## src/rtl/uwire_ctrl.sv

```systemverilog
module uwire_ctrl (
  input  logic       clk,
  input  logic       rst_n,
  input  logic [3:0] reg_addr,
  input  logic       reg_wr,
  input  logic [7:0] reg_wdata,
  output logic [7:0] reg_rdata,
  output logic       sk,
  output logic       so_out,
  output logic       so_oe,
  input  logic       so_in,
  input  logic       si,
  output logic [7:0] cs_out,
  output logic [7:0] cs_oe,
  input  logic [7:0] cs_in,
  output logic       irq
);
  logic [7:0] fmb, smb, port, pol, len, dir;
  logic [2:0] rate_n, dev;
  logic       inten, soi, done, busy, auto_m, pol_l, len_l, ph, rxb, sel_on;
  logic [6:0] half_l, div, hcalc;
  logic [5:0] step, last_step;
  logic       start, tick;
  logic [2:0] sdev;

  assign start     = reg_wr && !busy && reg_addr >= 4'd1 && reg_addr <= 4'd9;
  assign sdev      = (reg_addr == 4'd1) ? 3'd7 : 3'(reg_addr - 4'd2);
  assign hcalc     = (rate_n == 3'd0) ? 7'd1 : (7'd1 << (rate_n - 3'd1));
  assign tick      = busy && (div == half_l - 7'd1);
  assign last_step = len_l ? 6'd36 : 6'd20;

  always_ff @(posedge clk or negedge rst_n) begin
    if (!rst_n) begin
      fmb <= '0; smb <= '0; port <= 8'hFF; pol <= '0; len <= '0; dir <= 8'hFF;
      rate_n <= '0; inten <= 1'b0; soi <= 1'b0;
      done <= 1'b1; busy <= 1'b0; auto_m <= 1'b0; dev <= '0;
      pol_l <= 1'b0; len_l <= 1'b0; half_l <= 7'd1; div <= '0; step <= '0;
      ph <= 1'b0; rxb <= 1'b0; sel_on <= 1'b0;
    end else begin
      if (reg_wr)
        case (reg_addr)
          4'hA: port <= reg_wdata;
          4'hB: pol  <= reg_wdata;
          4'hC: len  <= reg_wdata;
          4'hD: begin inten <= reg_wdata[7]; soi <= reg_wdata[6]; rate_n <= reg_wdata[2:0]; end
          4'hF: dir  <= reg_wdata;
          default: ;
        endcase
      if (reg_wr && !busy && reg_addr == 4'd0) smb <= reg_wdata;
      if (start) begin
        fmb    <= reg_wdata;
        busy   <= 1'b1;
        done   <= 1'b0;
        auto_m <= (reg_addr != 4'd1);
        dev    <= sdev;
        pol_l  <= pol[sdev];
        len_l  <= len[sdev];
        half_l <= hcalc;
        div    <= '0;
        step   <= '0;
        ph     <= 1'b0;
      end else if (busy) begin
        div <= tick ? 7'd0 : div + 7'd1;
        if (tick) begin
          step <= step + 6'd1;
          if (step == 6'd3 && auto_m) sel_on <= 1'b1;
          if (step >= 6'd4 && step < last_step) begin
            if (!step[0]) begin
              ph  <= 1'b1;
              rxb <= soi ? so_in : si;
            end else begin
              ph <= 1'b0;
              if (len_l) {fmb, smb} <= {fmb[6:0], smb, rxb};
              else       fmb        <= {fmb[6:0], rxb};
            end
          end
          if (step == last_step) begin
            busy   <= 1'b0;
            done   <= 1'b1;
            sel_on <= 1'b0;
          end
        end
      end
    end
  end

  assign sk     = pol_l ^ ph;
  assign so_out = fmb[7];
  assign so_oe  = busy && !soi;
  assign cs_out = port & ~(sel_on ? (8'd1 << dev) : 8'd0);
  assign cs_oe  = ~dir;
  assign irq    = done && inten;

  always_comb begin
    case (reg_addr)
      4'h0:    reg_rdata = smb;
      4'hA:    reg_rdata = (cs_in & dir) | ~dir;
      4'hE:    reg_rdata = {done, 7'd0};
      4'hB, 4'hC, 4'hD, 4'hF: reg_rdata = 8'd0;
      default: reg_rdata = fmb;
    endcase
  end
endmodule

```

## config.mk

```make
export PLATFORM = sky130hd
export DESIGN_NAME = uwire_ctrl
export DESIGN_NICKNAME = d
export VERILOG_FILES = /design/src/rtl/uwire_ctrl.sv
export SDC_FILE = /design/constraint.sdc
export NUM_CORES = 1
export LEC_CHECK = 0
export ABC_AREA = 1
export BUFFER_PORTS_ARGS = -buffer_cell sky130_fd_sc_hd__buf_2
export CORE_UTILIZATION = 25
export CTS_CLUSTER_SIZE = 24
export DETAILED_ROUTE_END_ITERATION = 8
export SLEW_MARGIN = 10
export SYNTH_ARGS = -nofsm -noshare
export SYNTH_HDL_FRONTEND = slang
export SYNTH_SLANG_ARGS = --single-unit
```

## constraint.sdc

```tcl
create_clock -name clk -period 5.4 [get_ports clk]
set_clock_uncertainty 0.05 [all_clocks]
set_input_delay 0.54 -clock clk [delete_from_list [all_inputs] [get_ports clk]]
set_output_delay 0.54 -clock clk [all_outputs]
set_load 0.05 [all_outputs]
```

== Word level (Yosys, flattened, before mapping) ==
Index checks and enable logic that the tools add are counted.

* Register bits: 84
* Input port bits: 25
* Output and inout bits: 28
* Logic and storage cells: 127

* $add $sub $neg: 5
* Magnitude comparators: 5
* Equality and inequality tests: 11
* Shift operators: 2
* Muxes and demuxes: 44
* Bitwise logic cells: 8
* Reductions and logical operators: 31

{| class="wikitable"
|+ Operators with widths
! operator !! number
|-
| two-way mux 8 bit || 13
|-
| case mux 8 bit (4 select lines) || 1
|-
| two-way mux 7 bit || 4
|-
| == test 4 bit, second input constant || 6
|-
| two-way mux 6 bit || 4
|-
| two-way mux 1 bit || 19
|-
| bitwise AND 8 bit || 2
|-
| NOT 8 bit || 2
|-
| AND reduction 2 bit || 6
|-
| nonzero test 2 bit || 6
|-
| logical AND 1 bit || 9
|-
| OR 8 bit || 1
|-
| AND reduction 4 bit || 2
|-
| left shift 1 x 3 -> 8 bit, first input constant || 1
|-
| adder 7 x 1 -> 7 bit, second input constant || 1
|-
| == test 7 bit || 1
|-
| left shift 1 x 3 -> 7 bit, first input constant || 1
|-
| subtractor 7 x 1 -> 7 bit, second input constant || 1
|-
| adder 6 x 1 -> 6 bit, second input constant || 1
|-
| binary-select mux 1 bit (select 3 bit) || 2
|-
| == test 6 x 2 -> 1 bit, second input constant || 1
|-
| == test 6 bit || 1
|-
| >= comparator 6 x 3 -> 1 bit, second input constant || 1
|-
| < comparator 6 bit || 1
|-
| other kinds (16) || 19
|}

== Longest topological paths before layout ==
* Depth after elaboration: 10
* Gate-level depth with buffers: 14
* Gate-level depth less buffers: 13

== Least setup slack after synthesis ==
Ideal clock, no wire load.

* Path kind: input to output
* From: in reg_addr[1]
* To: out reg_rdata[7]
* Arrival time: 1.708 ns
* Data required time: 4.810 ns
* Slack: 3.102 ns
* Stages: 5
* Path buffers: 1
* Cells stage by stage: buf_6 -> nand2_1 -> inv_1 -> nand2_1 -> o2111ai_1

* Longest elaborated chain between the ends: 3
* Elaborated cells on any way between the ends: 9
* Those cells by class: 6 x eq/ne; 1 x mux; 2 x reduce/logical

{| class="wikitable"
|+ Ends and longest elaborated chain
! what !! line !! RTL
|-
| from (decl) || 4 || <nowiki>input logic [3:0] reg_addr,</nowiki>
|-
| == test 4 bit || 95 || <nowiki>case (reg_addr)</nowiki>
|-
| OR reduction 4 bit || 95 ||
|-
| case mux 8 bit (4 select lines) * || 95 ||
|-
| to (decl) || 7 || <nowiki>output logic [7:0] reg_rdata,</nowiki>
|}

Every way passes the cells marked *; elsewhere a longest branch is shown, timed or not.

== Worst setup path in the final report ==
* From: reg half_l[0]
* To: reg busy

* Longest elaborated chain between the ends: 6

{| class="wikitable"
|+ Ends and longest elaborated chain
! what !! line !! RTL
|-
| from (decl) || 21 || <nowiki>logic [6:0] half_l, div, hcalc;</nowiki>
|-
| from (signal assigned) || 58 || <nowiki>half_l <= hcalc;</nowiki>
|-
| subtractor 7 x 1 -> 7 bit || 29 || <nowiki>assign tick = busy && (div == half_l - 7'd1);</nowiki>
|-
| == test 7 bit || 29 ||
|-
| logical AND 1 bit || 29 ||
|-
| two-way mux 1 bit || 64 || <nowiki>if (tick) begin</nowiki>
|-
| two-way mux 1 bit || 62 || <nowiki>end else if (busy) begin</nowiki>
|-
| two-way mux 1 bit || 50 || <nowiki>if (start) begin</nowiki>
|-
| to (signal assigned) || 36 || <nowiki>done <= 1'b1; busy <= 1'b0; auto_m <= 1'b0; dev <= '0;</nowiki>
|-
| to (signal assigned) || 52 || <nowiki>busy <= 1'b1;</nowiki>
|-
| to (signal assigned) || 78 || <nowiki>busy <= 1'b0;</nowiki>
|-
| to (decl) || 20 || <nowiki>logic inten, soi, done, busy, auto_m, pol_l, len_l, ph, rxb, sel_on;</nowiki>
|}

No other way between the ends.
A chain may end at the register's enable or synchronous reset.

==> flow_summary_export.csv <==
group,metric,value,unit
die,area_of_the_die,19000,sq um
finish,multi_input_area,2110,sq um
grt,globalRoute.totalOverflow,0,
grt,largest_net_degree_at_the_start_of_global_routing,53,
cts,tritoncts,"built",
cts,cts_made_buffers,9,
hold_path,holdCritPathClass,"primary input to asynchronous set/reset pin",
worst_setup_path,timing.reg2reg.setup_slack,3.00,ns
finish,layout_commonest_cell,"sky130_fd_sc_hd__nand2_1",
route,routedWlPerCell,13.3,um
cts,postCtsResizedCells,0,
sta,fin_setup_tns,0,ns
cts,cts.hold.buffers_added,0,
worst_setup_path,timing.critical_path.slowest_cell_delay,0.74,ns
route,wirelength,12000,um
yosys,synthTopCellsByArea,"sky130_fd_sc_hd__dfrtp_1 (36%), sky130_fd_sc_hd__nand2_1 (16%), sky130_fd_sc_hd__dfstp_2 (10%), sky130_fd_sc_hd__o21ai_0 (7.7%), sky130_fd_sc_hd__inv_1 (5.8%)",
die,row_count,49,
cts,clk-insertion-delay-late,0.35,ns
route,drtAntennaViolNets,0,
yosys,synthDistinctLibCells,37,
route,drtIter0Drc,221,
sta,fmax,416,MHz
cts,cts_num_sinks,84,
sta,setup_viol_count_final,0,
cts,cts_buffer_depth,2,
worst_setup_path,worst_setup_path_start_kind,"flop",
sta,report.final.hold_viol_count,0,
cts,clock_tree.htree_level_count,3,
yosys,synth_seq_area_share,46.0,%
finish,filler_cell_count,1959,
yosys,synth_area,4620,sq um
sta,fin_crit_sh,44.5,%
die,area_of_the_core,18000,sq um
yosys,synthesis.yosys.warnings,0,
grt,groute.usage.overall,13.8,%
route,drt_pass1_iterations,4,
cts,cts_root_buf,"sky130_fd_sc_hd__clkbuf_16",
worst_setup_path,rr_endpoint,"busy",
route,vias,4044,
sta,worst_slew_margin_relative_to_its_limit,36.1,%
placement,dpl-instance-area,5090,sq um
worst_setup_path,timing.critical_path.arrival,2.60,ns
worst_setup_path,required,5.60,ns
finish,flow.area_growth_from_synthesis,17.5,%
worst_setup_path,timing.critical_path.fanout_max,13,
status,run_status,"finished clean",
power_and_ir_drop,power.density,503,nW/um^2
finish,final_nets,696,
finish,layoutNonFillerInstCount,898,
power_and_ir_drop,irDropWorstVdd,0.000298,V
worst_setup_path,worst_setup_path_endpoint,"busy",
yosys,ys_ff_latch,84,
placement,globalplace.congestion,0.845,
worst_setup_path,critPathCaptureType,"flop",
die,die_height,138,um
yosys,synth_fp_nets,645,
placement,place_worst_setup_slack,3.00,ns
sta,final_critical_path_time_including_i_o_delays_and_setup,2.40,ns
die,io_pins,53,
sta,final.setup.worst_slack,3.00,ns
route,routed_via_density,4.50,
finish,seq_area,2120,sq um
grt,antenna_violations_before_repair,0,
cts,clk_transition_reported_paths,0.07,ns
yosys,synth.avg_cell_area,7.54,sq um
sta,grt_setup_unrepaired,"no",
power_and_ir_drop,leakagePower,0.00274,uW
finish,layout_common_cells,"sky130_fd_sc_hd__nand2_1 (199), sky130_fd_sc_hd__inv_1 (71), sky130_fd_sc_hd__o21ai_0 (71)",
placement,port-buffer-count,52,
sta,max_slew.worst_pin.slew,0.955,ns
worst_setup_path,timing.critical_path.cells,"inv_2, ha_1, xnor2_1, nor2_1, nand3_1, nor2_1, nand2_1, nand2_1, inv_1",
die,die_width,138,um
yosys,synthCells,613,
finish,post-route-util,30.1,%
worst_setup_path,rr_worst_depth,9,
sta,number_of_pins_with_negative_max_slew_slack_in_the_final_report,0,
placement,placed_cells_incl_taps,882,
finish,final_layout_size_suffix_gt1_share,17.3,%
grt,first_global_vias,3743,
route,drt_drc_violations_left,0,
yosys,synth_top_area_share,35.8,%
finish,fin_area,5430,sq um
cts,post_cts_buffers,0,
worst_setup_path,crit_start,"half_l[0]",
worst_setup_path,timing.setup.critical_path_class,"flop to flop",
run,timing.max_cap.violations,0,
die,effective_utilization_at_floorplan,25.6,%
grt,grt_pass1_wl,20000,um
finish,num_antenna_cells,0,
yosys,synth_top_cell_by_area,"sky130_fd_sc_hd__dfrtp_1",
worst_setup_path,crit_slowest_cell,"sky130_fd_sc_hd__nor2_1",
worst_setup_path,regToRegStartpoint,"half_l[0]",
placement,hpwlAfterDp,8720,um
[sequential cells by signal, indices dropped and copies added (netlist names)]
register and flops:
auto_m 1, busy 1, dev 3, dir 8, div 7, done 1
fmb 8, half_l 7, inten 1, len 8, len_l 1, ph 1
pol 8, pol_l 1, port 8, rate_n 3, rxb 1, sel_on 1
smb 8, soi 1, step 6
[worst min-delay path by stage]
stage | from | depth (start not counted) | to | slack, ns
finish | rst_n | 1 | fmb[3] | 0.07
global route | rst_n | 1 | fmb[3] | 0.11
CTS | rst_n | 1 | fmb[3] | 0.09
detailed placement | inten | 2 | inten | 0.42
global placement | len[7] | 2 | len[7] | 0.42
floorplan | rst_n | 0 | auto_m | 0.19
[cells in the mapped netlist, drive strengths merged]
library cell / number
a31oi: 1
nor3: 6
clkbuf: 3
xnor2: 1
dfrtp: 66
o22ai: 1
mux2: 1
a22oi: 1
nand3: 40
nor2: 45
o31ai: 1
dfstp: 18
nand4: 19
o21ai: 72
a21oi: 20
ha: 7
nand2: 209
buf: 10
xor2: 8
inv: 78
or2: 2
o21a: 1
clkinv: 2
o2111ai: 1
[final cells by class]
class / count / area share, %
inverters: 80 / 5.56
well taps: 229 / 5.28
clock inverters: 7 / 1.96
multi-input cells: 436 / 38.9
repair buffers: 53 / 4.98
clock buffers: 9 / 4.15
flip-flops and latches: 84 / 39.2
[critical path: cells and delay by family, from the launching register on]
kind | cells | cell delay, ns
AND/OR/NAND/NOR | 5 | 1.22
flip-flops | 1 | 0.53
XOR/XNOR | 1 | 0.13
adder cells (fa/ha/maj) | 1 | 0.29
buffers and inverters | 2 | 0.09
[power by group]
| group | internal, uW | switching (uW) | total (uW) |
|---|---|---|---|
| Clock | 415 | 283 | 698 |
| Combinational | 314 | 713 | 1030 |
| Sequential | 836 | 170 | 1010 |
| Total | 1570 | 1170 | 2730 |
[layer usage]
layer | wire length [um] | global-route usage (%) | share of wire [%]
met1 | 6110 | 19.7 | 51
met2 | 5320 | 20.9 | 44
met3 | 395 | 3.11 | 3.3
met4 | 156 | 3.86 | 1.3
met5 | 0 | 0 | 0
[metrics by stage]
step           hold WS, ns  power [uW]
6_report            0.0718        2730
4_1_cts             0.0865        2750
2_1_floorplan        0.194        1790
3_3_place_gp         0.416        2030
5_1_grt              0.111        2930
3_5_place_dp         0.423        2040
[kinds of logic (layout without fill, tap and decap cells)]
kind of cell	after synthesis	count (layout)	share of synthesized area, %
adders and majority gates	7	7	1.90
DFF	84	84	46.0
buffers and inverters	93	149	8.29
muxes	1	1	0.244
xor gates and xnor gates	9	9	1.71
and+or+nand+nor	321	321	31.0
AOI/OAI and AO/OA	98	98	10.9
Power figures use the tool's default switching activity.
